`src/rtl/intp_pkg.sv`:
```
package intp_pkg;
    localparam int WORD_W = 32;
    localparam int PRIO_W = 8;
    localparam int SRC_W  = WORD_W - PRIO_W;
    localparam int OFF_W  = 12;
    localparam int SLOT_W = OFF_W - 2;

    localparam logic [SLOT_W-1:0] SLOT_POLL  = SLOT_W'(0);
    localparam logic [SLOT_W-1:0] SLOT_TAKE  = SLOT_W'(1);
    localparam logic [SLOT_W-1:0] SLOT_IPR   = SLOT_W'(3);
    localparam logic [SLOT_W-1:0] SLOT_LINK0 = SLOT_W'(4);

    localparam logic [SRC_W-1:0] IPI_SOURCE = SRC_W'(2);

    typedef enum logic [3:0] {
        OP_NONE,
        OP_POLL_WORD,
        OP_POLL_BYTE,
        OP_ACCEPT,
        OP_SET_PRIO,
        OP_EOI,
        OP_IPR_RD,
        OP_IPR_WR,
        OP_LINK_RD,
        OP_LINK_WR,
        OP_BAD
    } op_e;

    typedef enum logic {
        PST_IDLE,
        PST_PEND
    } pst_e;
endpackage

```
`src/rtl/intp_decode.sv`:
```
module intp_decode
    import intp_pkg::*;
#(
    parameter int NLINK = 3,
    localparam int IDX_W = (NLINK > 1) ? $clog2(NLINK) : 1
) (
    input  logic             rd,
    input  logic             wr,
    input  logic [OFF_W-1:0] off,
    input  logic             word,
    output op_e              op,
    output logic [IDX_W-1:0] link_idx
);
    logic [SLOT_W-1:0] slot;
    logic              byte0;
    logic [SLOT_W-1:0] link_rel;
    logic              in_links;

    assign slot     = off[OFF_W-1:2];
    assign byte0    = !word && (off[1:0] == 2'b00);
    assign link_rel = slot - SLOT_LINK0;
    assign in_links = (slot >= SLOT_LINK0) && (link_rel < SLOT_W'(NLINK));

    always_comb begin
        op       = OP_NONE;
        link_idx = '0;
        if (rd && wr) begin
            op = OP_BAD;
        end else if (rd || wr) begin
            op = OP_BAD;
            case (slot)
                SLOT_POLL: begin
                    if (rd && word)       op = OP_POLL_WORD;
                    else if (rd && byte0) op = OP_POLL_BYTE;
                end
                SLOT_TAKE: begin
                    if (rd && word)       op = OP_ACCEPT;
                    else if (rd && byte0) op = OP_POLL_BYTE;
                    else if (wr && word)  op = OP_EOI;
                    else if (wr && byte0) op = OP_SET_PRIO;
                end
                SLOT_IPR: begin
                    if (byte0) op = rd ? OP_IPR_RD : OP_IPR_WR;
                end
                default: begin
                    if (in_links && word) begin
                        op       = rd ? OP_LINK_RD : OP_LINK_WR;
                        link_idx = IDX_W'(link_rel);
                    end
                end
            endcase
        end
    end
endmodule

```
`src/rtl/intp_core.sv`:
```
module intp_core
    import intp_pkg::*;
(
    input  logic              clk,
    input  logic              rst_n,
    input  op_e               op,
    input  logic [WORD_W-1:0] wdata,
    input  logic              src_valid,
    input  logic [SRC_W-1:0]  src_id,
    input  logic [PRIO_W-1:0] src_prio,
    output logic [PRIO_W-1:0] cur_prio,
    output logic [PRIO_W-1:0] ipr_prio,
    output logic [SRC_W-1:0]  pend_src,
    output logic              irq
);
    pst_e              state_q, state_d;
    logic [PRIO_W-1:0] cppr_q, cppr_d;
    logic [PRIO_W-1:0] ipr_q, ipr_d;
    logic [PRIO_W-1:0] pprio_q, pprio_d;
    logic [SRC_W-1:0]  psrc_q, psrc_d;
    logic              bus_owns;
    logic              take_src;
    logic              eoi_ipi;

    assign bus_owns = (op == OP_ACCEPT) || (op == OP_SET_PRIO) || (op == OP_EOI);
    assign take_src = !bus_owns && src_valid && (src_id != '0) && (src_prio < cppr_q) &&
                      ((psrc_q == '0) || (src_prio < pprio_q));
    assign eoi_ipi  = (op == OP_EOI) && (ipr_q < wdata[WORD_W-1 -: PRIO_W]);

    // Register next values
    always_comb begin
        cppr_d  = cppr_q;
        ipr_d   = ipr_q;
        pprio_d = pprio_q;
        psrc_d  = psrc_q;
        case (op)
            OP_ACCEPT: begin
                cppr_d  = pprio_q;
                psrc_d  = '0;
                pprio_d = '1;
            end
            OP_SET_PRIO: cppr_d = wdata[PRIO_W-1:0];
            OP_EOI: begin
                cppr_d = wdata[WORD_W-1 -: PRIO_W];
                if (eoi_ipi) begin
                    psrc_d  = IPI_SOURCE;
                    pprio_d = ipr_q;
                end
            end
            OP_IPR_WR: ipr_d = wdata[PRIO_W-1:0];
            default: ;
        endcase
        if (take_src) begin
            psrc_d  = src_id;
            pprio_d = src_prio;
        end
    end

    // Presentation state machine: next state
    always_comb begin
        state_d = state_q;
        unique case (state_q)
            PST_IDLE: if (take_src || eoi_ipi) state_d = PST_PEND;
            PST_PEND: if (op == OP_ACCEPT)     state_d = PST_IDLE;
        endcase
    end

    // State register
    always_ff @(posedge clk or negedge rst_n) begin
        if (!rst_n) begin
            state_q <= PST_IDLE;
            cppr_q  <= '0;
            ipr_q   <= '1;
            pprio_q <= '1;
            psrc_q  <= '0;
        end else begin
            state_q <= state_d;
            cppr_q  <= cppr_d;
            ipr_q   <= ipr_d;
            pprio_q <= pprio_d;
            psrc_q  <= psrc_d;
        end
    end

    // Outputs
    always_comb begin
        irq      = (state_q == PST_PEND);
        cur_prio = cppr_q;
        ipr_prio = ipr_q;
        pend_src = psrc_q;
    end

    AST_IRQ_MATCH: assert property (@(posedge clk) disable iff (!rst_n)
        (state_q == PST_PEND) == (psrc_q != '0));
    AST_ACCEPT_CLEARS: assert property (@(posedge clk) disable iff (!rst_n)
        (op == OP_ACCEPT) |=> (psrc_q == '0) && (state_q == PST_IDLE));
    AST_POLL_STABLE: assert property (@(posedge clk) disable iff (!rst_n)
        (op == OP_POLL_WORD || op == OP_POLL_BYTE) |=> $stable(cppr_q) && $stable(ipr_q));
    AST_EOI_IPI: assert property (@(posedge clk) disable iff (!rst_n)
        (op == OP_EOI && ipr_q < wdata[WORD_W-1 -: PRIO_W]) |=> (psrc_q == IPI_SOURCE) && irq);
    AST_BAD_NOSTATE: assert property (@(posedge clk) disable iff (!rst_n)
        (op == OP_BAD) |=> $stable(cppr_q) && $stable(ipr_q));
endmodule

```
`src/rtl/intp_links.sv`:
```
module intp_links
    import intp_pkg::*;
#(
    parameter int NLINK = 3,
    localparam int IDX_W = (NLINK > 1) ? $clog2(NLINK) : 1
) (
    input  logic              clk,
    input  logic              rst_n,
    input  logic              wr,
    input  logic [IDX_W-1:0]  idx,
    input  logic [WORD_W-1:0] wdata,
    output logic [WORD_W-1:0] rdata
);
    logic [WORD_W-1:0] link_q [NLINK];

    for (genvar i = 0; i < NLINK; i++) begin : g_link
        always_ff @(posedge clk or negedge rst_n) begin
            if (!rst_n)                           link_q[i] <= '0;
            else if (wr && idx == IDX_W'(i))      link_q[i] <= wdata;
        end
    end

    always_comb begin
        rdata = '0;
        for (int i = 0; i < NLINK; i++) begin
            if (idx == IDX_W'(i)) rdata = link_q[i];
        end
    end
endmodule

```
`src/rtl/intp_regif.sv`:
```
module intp_regif
    import intp_pkg::*;
#(
    parameter int NLINK = 3,
    localparam int IDX_W = (NLINK > 1) ? $clog2(NLINK) : 1
) (
    input  logic        clk,
    input  logic        rst_n,
    input  logic        bus_rd,
    input  logic        bus_wr,
    input  logic [11:0] bus_off,
    input  logic        bus_word,
    input  logic [31:0] bus_wdata,
    output logic [31:0] bus_rdata,
    output logic        bus_err,
    input  logic        src_valid,
    input  logic [23:0] src_id,
    input  logic [7:0]  src_prio,
    output logic        irq_out
);
    op_e               op;
    logic [IDX_W-1:0]  link_idx;
    logic [PRIO_W-1:0] cur_prio;
    logic [PRIO_W-1:0] ipr_prio;
    logic [SRC_W-1:0]  pend_src;
    logic [WORD_W-1:0] link_data;
    logic [WORD_W-1:0] rd_mux;
    logic [WORD_W-1:0] rdata_q;
    logic              err_q;

    intp_decode #(.NLINK(NLINK)) u_decode (
        .rd       (bus_rd),
        .wr       (bus_wr),
        .off      (bus_off),
        .word     (bus_word),
        .op       (op),
        .link_idx (link_idx)
    );

    intp_core u_core (
        .clk       (clk),
        .rst_n     (rst_n),
        .op        (op),
        .wdata     (bus_wdata),
        .src_valid (src_valid),
        .src_id    (src_id),
        .src_prio  (src_prio),
        .cur_prio  (cur_prio),
        .ipr_prio  (ipr_prio),
        .pend_src  (pend_src),
        .irq       (irq_out)
    );

    intp_links #(.NLINK(NLINK)) u_links (
        .clk   (clk),
        .rst_n (rst_n),
        .wr    (op == OP_LINK_WR),
        .idx   (link_idx),
        .wdata (bus_wdata),
        .rdata (link_data)
    );

    always_comb begin
        case (op)
            OP_POLL_WORD, OP_ACCEPT: rd_mux = {cur_prio, pend_src};
            OP_POLL_BYTE:            rd_mux = {{(WORD_W-PRIO_W){1'b0}}, cur_prio};
            OP_IPR_RD:               rd_mux = {{(WORD_W-PRIO_W){1'b0}}, ipr_prio};
            OP_LINK_RD:              rd_mux = link_data;
            OP_BAD:                  rd_mux = '1;
            default:                 rd_mux = rdata_q;
        endcase
    end

    always_ff @(posedge clk or negedge rst_n) begin
        if (!rst_n) begin
            rdata_q <= '0;
            err_q   <= 1'b0;
        end else begin
            err_q <= (op == OP_BAD);
            if (bus_rd) rdata_q <= rd_mux;
        end
    end

    assign bus_rdata = rdata_q;
    assign bus_err   = err_q;

    AST_BAD_READ_ONES: assert property (@(posedge clk) disable iff (!rst_n)
        (op == OP_BAD && bus_rd) |=> (bus_rdata == '1) && bus_err);
    AST_LINK_IDX_RANGE: assert property (@(posedge clk) disable iff (!rst_n)
        (op == OP_LINK_RD || op == OP_LINK_WR) |-> (int'(link_idx) < NLINK));
    AST_WRITE_KEEPS_RDATA: assert property (@(posedge clk) disable iff (!rst_n)
        (!bus_rd) |=> $stable(bus_rdata));
endmodule

```
`config.mk`:
```
export PLATFORM = sky130hd
export DESIGN_NAME = intp_regif
export DESIGN_NICKNAME = d
export VERILOG_FILES = /design/src/rtl/intp_pkg.sv /design/src/rtl/intp_decode.sv /design/src/rtl/intp_core.sv /design/src/rtl/intp_links.sv /design/src/rtl/intp_regif.sv
export SDC_FILE = /design/constraint.sdc
export NUM_CORES = 1
export LEC_CHECK = 0
export BUFFER_PORTS_ARGS = -buffer_cell sky130_fd_sc_hd__buf_2
export CAP_MARGIN = 20
export CORE_ASPECT_RATIO = 1.75
export CORE_MARGIN = 1
export CORE_UTILIZATION = 40
export DETAILED_ROUTE_END_ITERATION = 12
export GPL_TIMING_DRIVEN = 0
export PLACE_DENSITY = 0.72
export SETUP_SLACK_MARGIN = 0.1
export SYNTH_ARGS = -nofsm -noshare
export SYNTH_HDL_FRONTEND = slang
export SYNTH_SLANG_ARGS = --single-unit
```
`constraint.sdc`:
```
create_clock -name clk -period 2.4 [get_ports clk]
set_clock_uncertainty 0.15 [all_clocks]
set_input_delay 0.36 -clock clk [delete_from_list [all_inputs] [get_ports clk]]
set_output_delay 0.36 -clock clk [all_outputs]
set_load 0.01 [all_outputs]
```
# [Word-level counts from Yosys, hierarchy flattened]
# Index checks and enable logic that the tools add are counted.
# Widths: inputs -> output; s select.
[word_totals] n_memories=0 out_inout_bits=34 rom_bits=0 ramBits=0 regBits=178 latchBits=0 in_bits=82
[op_classes] div_mod_pow=0 order_cmp=5 shift=0 reduce_logical=35 bitwise_logic=1 n_mul=0 addsub=1 eq_ne=15 muxes=31
[op_table] cell="$pmux 32 s5" n=1
[op_table] cell="$mux 32" n=3
[op_table] cell="$mux 24" n=2
[op_table] cell="$pmux 24 s2" n=1
[op_table] cell="$mux 4" n=10
[op_table] cell="$logic_not 24->1" n=1
[op_table] cell="$lt 8x8->1" n=3
[op_table] cell="$pmux 8 s3" n=1
[op_table] cell="$reduce_bool 24->1" n=1
[op_table] cell="$eq 4x3->1 const B" n=4
[op_table] cell="$logic_and 1x1->1" n=16
[op_table] cell="$mux 8" n=2
[op_table] cell="$pmux 8 s2" n=1
[op_table] cell="$eq 4x4->1 const B" n=3
[op_table] cell="$pmux 4 s3" n=1
[op_table] cell="$eq 10x1->1 const B" n=1
[op_table] cell="$eq 10x2->1 const B" n=1
[op_table] cell="$ge 10x3->1 const B" n=1
[op_table] cell="$logic_not 10->1" n=1
[op_table] cell="$lt 10x2->1 const B" n=1
[op_table] cell="$sub 10x3->10 const B" n=1
[op_table] cell="$eq 4x2->1 const B" n=2
[op_table] cell="$mux 2" n=4
[op_table] cell="$reduce_bool 3->1" n=2
[op_table] cell="14 further kinds" n=24

# [Logic depth before layout (Yosys ltp)]
# Gate-level depths: netlist of the first run.
[logic_depth] word_depth=21 ltp_mapped=12 ltp_nobuf=9

# [Modules after synthesis]
# From an unflattened synthesis of the first run, not the netlist that was laid out.
[unflattened] cells_unflattened=849 hier_area_um2=9355.2
[by_module_without_submodules] module="intp_links" cells_each=281 seq_area_each_um2=2402.3 area_each_um2=4270.3 n_inst=1
[by_module_without_submodules] module="intp_core" cells_each=295 seq_area_each_um2=1246.2 area_each_um2=2951.6 n_inst=1
[by_module_without_submodules] module="intp_regif" cells_each=234 seq_area_each_um2=825.8 area_each_um2=1901.8 n_inst=1
[by_module_without_submodules] module="intp_decode" cells_each=39 seq_area_each_um2=0.0 area_each_um2=231.5 n_inst=1

# [Worst setup path after synthesis of the first run]
# No wires, ideal clock.
[synth_path] path_kind="register to register" start="reg u_core.pprio_q[5]" end="reg u_core.pprio_q[6]" stages_incl_launch_ff=11 slack_ps=-126 arrival_time_ps=2294 path_buffers=1 setup_time_ps=82 path_cell_list="dfstp_2 > inv_1 > ha_1 > a21o_1 > a21oi_1 > o21ai_0 > a21oi_1 > o211ai_4 > buf_8 > mux2i_1 > a211o_1"
[synth_between] elab_chain_cells=5 word_cells_on_any_way=7 classes_between="order compare: 1; eq/ne: 1; mux: 1; reduce/logical: 4"
[synth_lines] element="from (decl)" line_no="intp_core.sv:19" source="logic [PRIO_W-1:0] pprio_q, pprio_d;"
[synth_lines] element="from (signal assigned)" line_no="intp_core.sv:80" source="pprio_q <= pprio_d;"
[synth_lines] element="$lt 8x8->1 *" line_no="intp_core.sv:27" source="((psrc_q == '0) || (src_prio < pprio_q));"
[synth_lines] element="$logic_or 1x1->1 *" line_no="intp_core.sv:27"
[synth_lines] element="$logic_and 1x1->1 *" line_no="intp_core.sv:26" source="assign take_src = !bus_owns && src_valid && (src_id != '0) && (src_prio < cppr_q) &&"
[synth_lines] element="$ne 3x1->1 (no source line) / $reduce_bool 3->1 (equally long branches)"
[synth_lines] element="$reduce_and 2->1 (no source line)"
# Every way passes the cells marked *; elsewhere a longest branch is shown, timed or not.
# A chain may end at the register's enable or synchronous reset.

# [Worst setup path after layout of the first run]
[layout_path] start="reg u_core.pprio_q[1]" end="reg u_core.pprio_q[6]"
# Same word-level chain as after synthesis.

==> summary.txt, run 1 <==
Worst setup path
  – Crit-path cells: inv_2, ha_4, nor3b_2, o21a_1, o21ai_2, a21oi_4, o211ai_4, buf_6, clkbuf_16, mux2i_1, a211o_1
  – Crit path max-delay family: compound AO/OA/AOI/OAI gates
  – Critical Path Start Type: flop
  – Setup CP Type: flop to flop
  – CP peak stage delay: 540 ps
  – Setup crit end: u_core.pprio_q[6]$_DFFE_PN1P_
  – CP max FO: 4
  – Worst R2R Setup Slack: -20 ps
  – Worst r2r src: u_core.pprio_q[1]$_DFFE_PN1P_
  – Crit path capture type: flop
  – Req. time, crit path: 2620 ps
  – Critical R2R Capture: u_core.pprio_q[6]$_DFFE_PN1P_
  – FF-to-FF path depth: 11
  – Worst Setup SP: u_core.pprio_q[1]$_DFFE_PN1P_
  – Number of cells on the critical path: 11
  – CP max stage cell: dfstp_2
  – WP buf/inv: 3
  – Crit path DAT: 2650 ps

Power
  – Max IR drop VDD: 0.4961 mV
  – Pint: 5709 uW
  – Clk pwr share: 34.9%
  – Sw frac: 32.07%
  – Sequential share of power: 44.7%
  – Pwr Total: 8403 uW
  – Switching power: 2695 uW
  – Power density over cell area: 718.5 mW/mm^2
  – Combinational power share: 20.3%
  – Leakage: 0.005276 uW

Timing
  – # setup viols final: 1
  – Fmax: 413.2 MHz
  – Final setup margin: -20.04 ps
  – Final hold viol count: 0
  – Measured slew at the worst slew-check pin: 726.5 ps
  – RSZ-0062 raised after global routing: true
  – Setup TNS: -20.04 ps
  – Slew Limit Fails: 0
  – Slew HR: 51.57%
  – Post-route minimum period: 2420 ps
  – Tcrit/Tclk final: 100.8%

Layout
  – Layout overhead on the synthesized area: 30.74%
  – Commonest non-fill, non-tap cell in the layout: dfrtp_1
  – Core Util, Final: 53.21%
  – Nets@finish: 1,120
  – Fillers: 1,928
  – Commonest non-fill, non-tap cells in the layout: dfrtp_1 (162), buf_2 (116), nand2_1 (90), mux2_2 (83), o21ai_0 (57)
  – Final Non-Filler Cells: 1,327
  – Layout cells sized above 1: 42.91%

Synthesis
  – Asr flop ratio synth: 100.0%
  – Number of synthesized flops with an enable pin: 0
  – Register area share after synthesis: 50.01%
  – Prevailing post-synth register cell: dfrtp_1
  – #FFs+latches synth: 178
  – Post-Syn Nets: 953
  – Compound-gate portion of the synthesized area: 20.04%
  – Ys Warns: 0
  – XOR/XNOR Fraction of Synth Area: 0.09790%
  – Post-synthesis simple-gate area fraction: 11.06%
  – Post-synthesis mux area share: 11.45%
  – Largest family of logic cells by synthesized area: compound AO/OA/AOI/OAI gates
  – Synth Instances: 850
  – Netlist cell types: 54
  – Post-Synth Adder-Cell Area: 3.049%
  – Synth Area per Inst: 10.52 sq um
  – Post-Syn Area: 0.008946 sq mm

GRT
  – GRT Total Usage: 25.92%
  – Vias in the first global route: 7,833
  – Grt total ovfl: 0
  – Initial antenna violation count: 0
  – Largest net degree at the start of global routing: 112
  – First-pass GRT wire length: 43.66 mm

Worst hold path
  – Hold WC Path Type: input port to flop

Placement
  – Dpl cells: 1,259
  – Post-DP HPWL: 20.84 mm
  – Final GP Congestion: 0.9319
  – # port buffers: 112

Routing
  – Remaining antenna violation count: 0
  – Routed via count: 7,918
  – Initial drt markers: 599
  – Drt drc: 0
  – Drt first pass iters: 5
  – Vias per Instance: 5.967
  – Avg WL per Cell: 22.21 um
  – Routed wire length: 29.48 mm

Floorplanning
  – Die Footprint: 0.02299 sq mm
  – Initial Utilization: 40.70%
  – Row Count: 72
  – Core ar.: 0.02198 sq mm
  – Die width: 115.1 um
  – # IOs: 116
  – Die Height: 199.8 um

CTS
  – Worst-Skew Late Latency: 450 ps
  – CTS tree: yes
  – H-Tree Depth: 4
  – Max Root-Sink Buffers: 2
  – Clk sinks: 178
  – Root Driver: clkbuf_16
  – Num CTS Buffers: 17
  – Reg clk slew, reported paths: 80 ps

Run
  – MaxCap Viol Count: 0

Outcome
  – Failing checks: setup timing
  – Outcome: finished with violations
## worst reg2reg max path, stage by stage, from the launching register on
cell and delay (ps):
dfstp_2 540, inv_2 50, ha_4 160, nor3b_2 200
o21a_1 180, o21ai_2 80, a21oi_4 230, o211ai_4 130
buf_6 150, clkbuf_16 140, mux2i_1 110, a211o_1 230
## power groups by stage
stage          clock network, uW  logic (uW)  registers [uW]
2_1_floorplan                  0         815            3640
3_3_place_gp                   0        1200            3760
3_5_place_dp                   0        1250            3770
4_1_cts                     2940        1380            3710
5_1_grt                     3060        1860            3780
6_report                    2940        1710            3760
## cell type report
type                       count  area [sq um]  share of cell area [%]
sequential                   178          4474                   38.25
clock inverter                15         209.0                   1.786
multi-input combinational    584          4792                   40.97
timing repair buffer         148         913.4                   7.809
tap                          296         370.4                   3.166
clock buffer                  17         425.4                   3.637
antenna                        1         2.502                 0.02139
inverter                      27         106.4                  0.9093
buffer                        61         402.9                   3.445
## how the worst min path moves through the flow
stage                                   start                               to  slack [ps]  depth (start not counted)
2_1_floorplan                           rst_n                bus_err$_DFF_PN0_         -90                          0
3_3_place_gp   u_links.link_q[91]$_DFFE_PN0P_   u_links.link_q[91]$_DFFE_PN0P_         310                          2
3_5_place_dp                            rst_n  u_core.pend_src[18]$_DFFE_PN0P_         190                          1
4_1_cts                         bus_wdata[12]   u_links.link_q[12]$_DFFE_PN0P_           8                          2
5_1_grt                         bus_wdata[12]   u_links.link_q[12]$_DFFE_PN0P_          30                          2
6_report                        bus_wdata[14]   u_links.link_q[78]$_DFFE_PN0P_          20                          2
## through the flow
stage	area, sq um	setup WS [ps]	hold slack, ps
finish	11700	-20.04	17.36
global route	11690	-76.99	25.36
CTS	11060	25.09	8.294
detailed placement	10080	-677.0	188.5
global placement	10040	-2000	310.9
floorplan	9114	24.67	-85.59
## cells by family after synthesis
group / after synthesis
fa+ha+maj: 22
mux: 92
simple gates: 211
flops: 178
buf+inv: 88
xor+xnor: 1
compound gates: 258
## cells in the mapped netlist (2+ instances only)
| cell | count | area, sq um |
|---|---|---|
| nor2_1 | 31 | 116.4 |
| nor4_1 | 13 | 81.33 |
| dfrtp_1 | 162 | 4054 |
| nor3_1 | 9 | 45.04 |
| o22ai_1 | 8 | 50.05 |
| mux2i_1 | 9 | 90.09 |
| a221oi_1 | 17 | 148.9 |
| o2111ai_1 | 24 | 210.2 |
| nand4_1 | 4 | 25.02 |
| dfstp_2 | 16 | 420.4 |
| o21a_1 | 2 | 15.01 |
| a22oi_1 | 16 | 120.1 |
| nand3b_1 | 2 | 15.01 |
| nand3_1 | 30 | 150.1 |
| o2bb2ai_1 | 16 | 140.1 |
| clkbuf_1 | 52 | 195.2 |
| a221o_1 | 8 | 80.08 |
| or3_1 | 4 | 25.02 |
| nor3b_1 | 3 | 22.52 |
| a21oi_1 | 43 | 215.2 |
| inv_1 | 27 | 101.4 |
| a31oi_1 | 4 | 25.02 |
| buf_6 | 5 | 56.30 |
| nand2_1 | 92 | 345.3 |
| a2bb2oi_1 | 8 | 70.07 |
| buf_2 | 3 | 15.01 |
| and2_1 | 3 | 18.77 |
| nand2b_1 | 3 | 18.77 |
| o311a_1 | 2 | 20.02 |
| nor2b_1 | 3 | 18.77 |
| and3_1 | 6 | 37.54 |
| and4_1 | 2 | 17.52 |
| a211oi_1 | 5 | 37.54 |
| o21ai_0 | 65 | 325.3 |
| a21boi_0 | 13 | 97.59 |
| mux2_2 | 83 | 934.7 |
| a211o_1 | 9 | 78.83 |
| o32ai_1 | 8 | 70.07 |
| ha_1 | 21 | 262.8 |
| a21o_1 | 5 | 37.54 |
## layer usage
metal / track usage, % / routed length [um]
met1: 26.87 / 10160
met2: 47.99 / 15830
met4: 18.09 / 2065
met5: 0 / 0
met3: 3.019 / 1427
## sequential cells by signal, indices dropped and copies added, names as in the netlist
signal,cells
u_links.link_q,96
bus_rdata,32
u_core.pend_src,24
u_core.cur_prio,8
u_core.ipr_prio,8
u_core.pprio_q,8
bus_err,1
u_core.irq,1
## timing repair
action,in CTS,in global routing
gates cloned,0,3
endpoints found under the hold margin,67,0
resized for setup,53,153
endpoints found under the setup margin,81,97
hold buffers,1,0
pin swaps,12,27
buffers inserted,17,15
Power figures use the tool's default switching activity.
==> run 2, diff against run 1 <==
- BUFFER_PORTS_ARGS: -buffer_cell sky130_fd_sc_hd__buf_2 -> not set
- DONT_BUFFER_PORTS: not set -> 1
- PLACE_DENSITY: 0.72 -> 0.67
- REMOVE_ABC_BUFFERS: not set -> 1
==> summary.txt, run 2 (synthesis results as in run 1) <==
Power
  – Leakage: 0.004875 uW (was 0.005276 uW)
  – Sequential share of power: 47.5% (was 44.7%)
  – Clk pwr share: 34.3% (was 34.9%)
  – Max IR drop VDD: 0.6923 mV (was 0.4961 mV)
  – Sw frac: 29.76% (was 32.07%)
  – Switching power: 2365 uW (was 2695 uW)
  – Pwr Total: 7944 uW (was 8403 uW)
  – Power density over cell area: 710.4 mW/mm^2 (was 718.5 mW/mm^2)
  – Pint: 5580 uW (was 5709 uW)
  – Combinational power share: 18.3% (was 20.3%)

Layout
  – Final Non-Filler Cells: 1,226 (was 1,327)
  – Fillers: 1,961 (was 1,928)
  – Max reg flops: 96 (unchanged)
  – Largest Register: u_links.link_q (unchanged)
  – Layout overhead on the synthesized area: 25.01% (was 30.74%)
  – Nets@finish: 1,020 (was 1,120)
  – Commonest non-fill, non-tap cell in the layout: dfrtp_1 (unchanged)
  – Ant. Diodes: 0 (was 1)
  – Commonest non-fill, non-tap cells in the layout: dfrtp_1 (162), nand2_1 (89), mux2_2 (83), o21ai_0 (61), dlygate4sd3_1 (50) (was dfrtp_1 (162), buf_2 (116), nand2_1 (90), mux2_2 (83), o21ai_0 (57))
  – Layout cells sized above 1: 27.63% (was 42.91%)

Worst setup path
  – CP peak stage delay: 530 ps (was 540 ps)
  – Crit-path cells: inv_2, ha_4, o21ai_2, o21a_1, o21ai_2, a21oi_4, buf_12, buf_6, o211ai_4, buf_6, nand3_2, a21oi_1 (was inv_2, ha_4, nor3b_2, o21a_1, o21ai_2, a21oi_4, o211ai_4, buf_6, clkbuf_16, mux2i_1, a211o_1)
  – Critical Path Start Type: flop (unchanged)
  – WP buf/inv: 4 (was 3)
  – CP max FO: 7 (was 4)
  – Setup CP Type: flop to flop (unchanged)
  – Crit path max-delay family: compound AO/OA/AOI/OAI gates (unchanged)
  – Req. time, crit path: 2610 ps (was 2620 ps)
  – Crit path DAT: 2660 ps (was 2650 ps)
  – Crit path capture type: flop (unchanged)
  – CP max stage cell: dfstp_2 (unchanged)

Floorplanning
  – Die width: 115.1 um (unchanged)
  – Initial Utilization: 40.70% (unchanged)
  – Row Count: 72 (unchanged)
  – Core ar.: 0.02198 sq mm (unchanged)
  – Die Height: 199.8 um (unchanged)
  – Die Footprint: 0.02299 sq mm (unchanged)
  – # IOs: 116 (unchanged)

GRT
  – Vias in the first global route: 7,799 (was 7,833)
  – GRT Total Usage: 26.42% (was 25.92%)
  – First-pass GRT wire length: 44.46 mm (was 43.66 mm)
  – Initial antenna violation count: 0 (unchanged)
  – Largest net degree at the start of global routing: 179 (was 112)
  – Grt total ovfl: 0 (unchanged)

Routing
  – Initial drt markers: 637 (was 599)
  – Routed via count: 7,576 (was 7,918)
  – Drt drc: 0 (unchanged)
  – Avg WL per Cell: 24.39 um (was 22.21 um)
  – Drt first pass iters: 7 (was 5)
  – Routed wire length: 29.91 mm (was 29.48 mm)
  – Remaining antenna violation count: 0 (unchanged)
  – Vias per Instance: 6.179 (was 5.967)

Timing
  – Tcrit/Tclk final: 101.9% (was 100.8%)
  – Measured slew at the worst slew-check pin: 737.5 ps (was 726.5 ps)
  – Final setup margin: -45.50 ps (was -20.04 ps)
  – Post-route minimum period: 2446 ps (was 2420 ps)
  – Hold WS: -538.4 ps (was 17.36 ps)
  – Final hold viol count: 178 (was 0)
  – # setup viols final: 17 (was 1)
  – Slew HR: 50.83% (was 51.57%)
  – Slew Limit Fails: 0 (unchanged)
  – Fmax: 408.9 MHz (was 413.2 MHz)
  – RSZ-0062 raised after global routing: true (unchanged)

CTS
  – Root Driver: clkbuf_16 (unchanged)
  – Hold_buf cts: 50 (was 1)
  – Worst-Skew Late Latency: 440 ps (was 450 ps)
  – H-Tree Depth: 4 (unchanged)
  – Max Root-Sink Buffers: 2 (unchanged)
  – CTS tree: yes (unchanged)
  – Num CTS Buffers: 17 (unchanged)
  – Clk sinks: 178 (unchanged)
  – Reg clk slew, reported paths: 70 ps (was 80 ps)

Outcome
  – Outcome: finished with violations (unchanged)
  – Failing checks: hold timing, setup timing (was setup timing)

Placement
  – Post-DP HPWL: 18.07 mm (was 20.84 mm)
  – # port buffers: 0 (was 112)
  – Dpl cells: 1,102 (was 1,259)
  – Final GP Congestion: 0.9131 (was 0.9319)
  – Place WS: -1187 ps (was -677.0 ps)

Worst hold path
  – Hold WC Path Type: input port to asynchronous set/reset pin (was input port to flop)

Run
  – MaxCap Viol Count: 0 (unchanged)
[run 2: final timing paths]
check,start,to,slack (ps),depth (start not counted)
hold / removal,rst_n,u_links.link_q[25]$_DFFE_PN0P_,-540,0
min in group clk,bus_rd,bus_rdata[15]$_DFFE_PN0P_,10,2
max in group asynchronous,rst_n,u_core.pprio_q[5]$_DFFE_PN1P_,2210,0
setup / recovery,u_core.pprio_q[1]$_DFFE_PN1P_,u_core.pend_src[18]$_DFFE_PN0P_,-50,12
hold reg to reg,u_links.link_q[95]$_DFFE_PN0P_,u_links.link_q[95]$_DFFE_PN0P_,330,2
setup reg to reg,u_core.pprio_q[1]$_DFFE_PN1P_,u_core.pend_src[18]$_DFFE_PN0P_,-50,12
[run 2: power groups by stage]
stage,Sequential [uW],Combinational [uW],Clock (uW)
2_1_floorplan,3610,696,0
3_3_place_gp,3770,832,0
3_5_place_dp,3770,920,0
4_1_cts,3740,1340,2760
5_1_grt,3780,1560,2880
6_report,3770,1450,2720
[run 2: per-stage QoR]
step	area (sq um)	TNS [ps]	utilization, %
final	11180	-364.6	50.88
after floorplan	8665	-95090	-
after global routing	11180	-2192	50.88
after detailed placement	9328	-71090	42.44
after CTS	10960	0	49.88
after global placement	9035	-367620	41.10
[run 2: timing repair]
action / CTS / global route
buffers inserted: 28 / 6
endpoints found under the hold margin: 304 / 178
pin swaps: 43 / 14
gates cloned: 6 / 1
gates resized for setup: 59 / 21
endpoints found under the setup margin: 80 / 62
[run 2: per-layer routing]
metal	share of wire, %	vias to the layer above	global-route usage [%]
met3	7.2	121	6.975
met2	52	374	46.41
met4	6.0	0	15.87
met1	35	3764	28.13
met5	0	-	0
li1	-	3317	-
[run 2: layout make-up]
type                    count  area [sq um]  area share (%)
flip-flops and latches    178          4474           40.01
inverters                  27         101.3          0.9062
multi-input cells         589          4527           40.48
clock buffers              21         460.4           4.117
repair buffers            104          1147           10.26
clock inverters            11         102.6          0.9174
well taps                 296         370.4           3.312
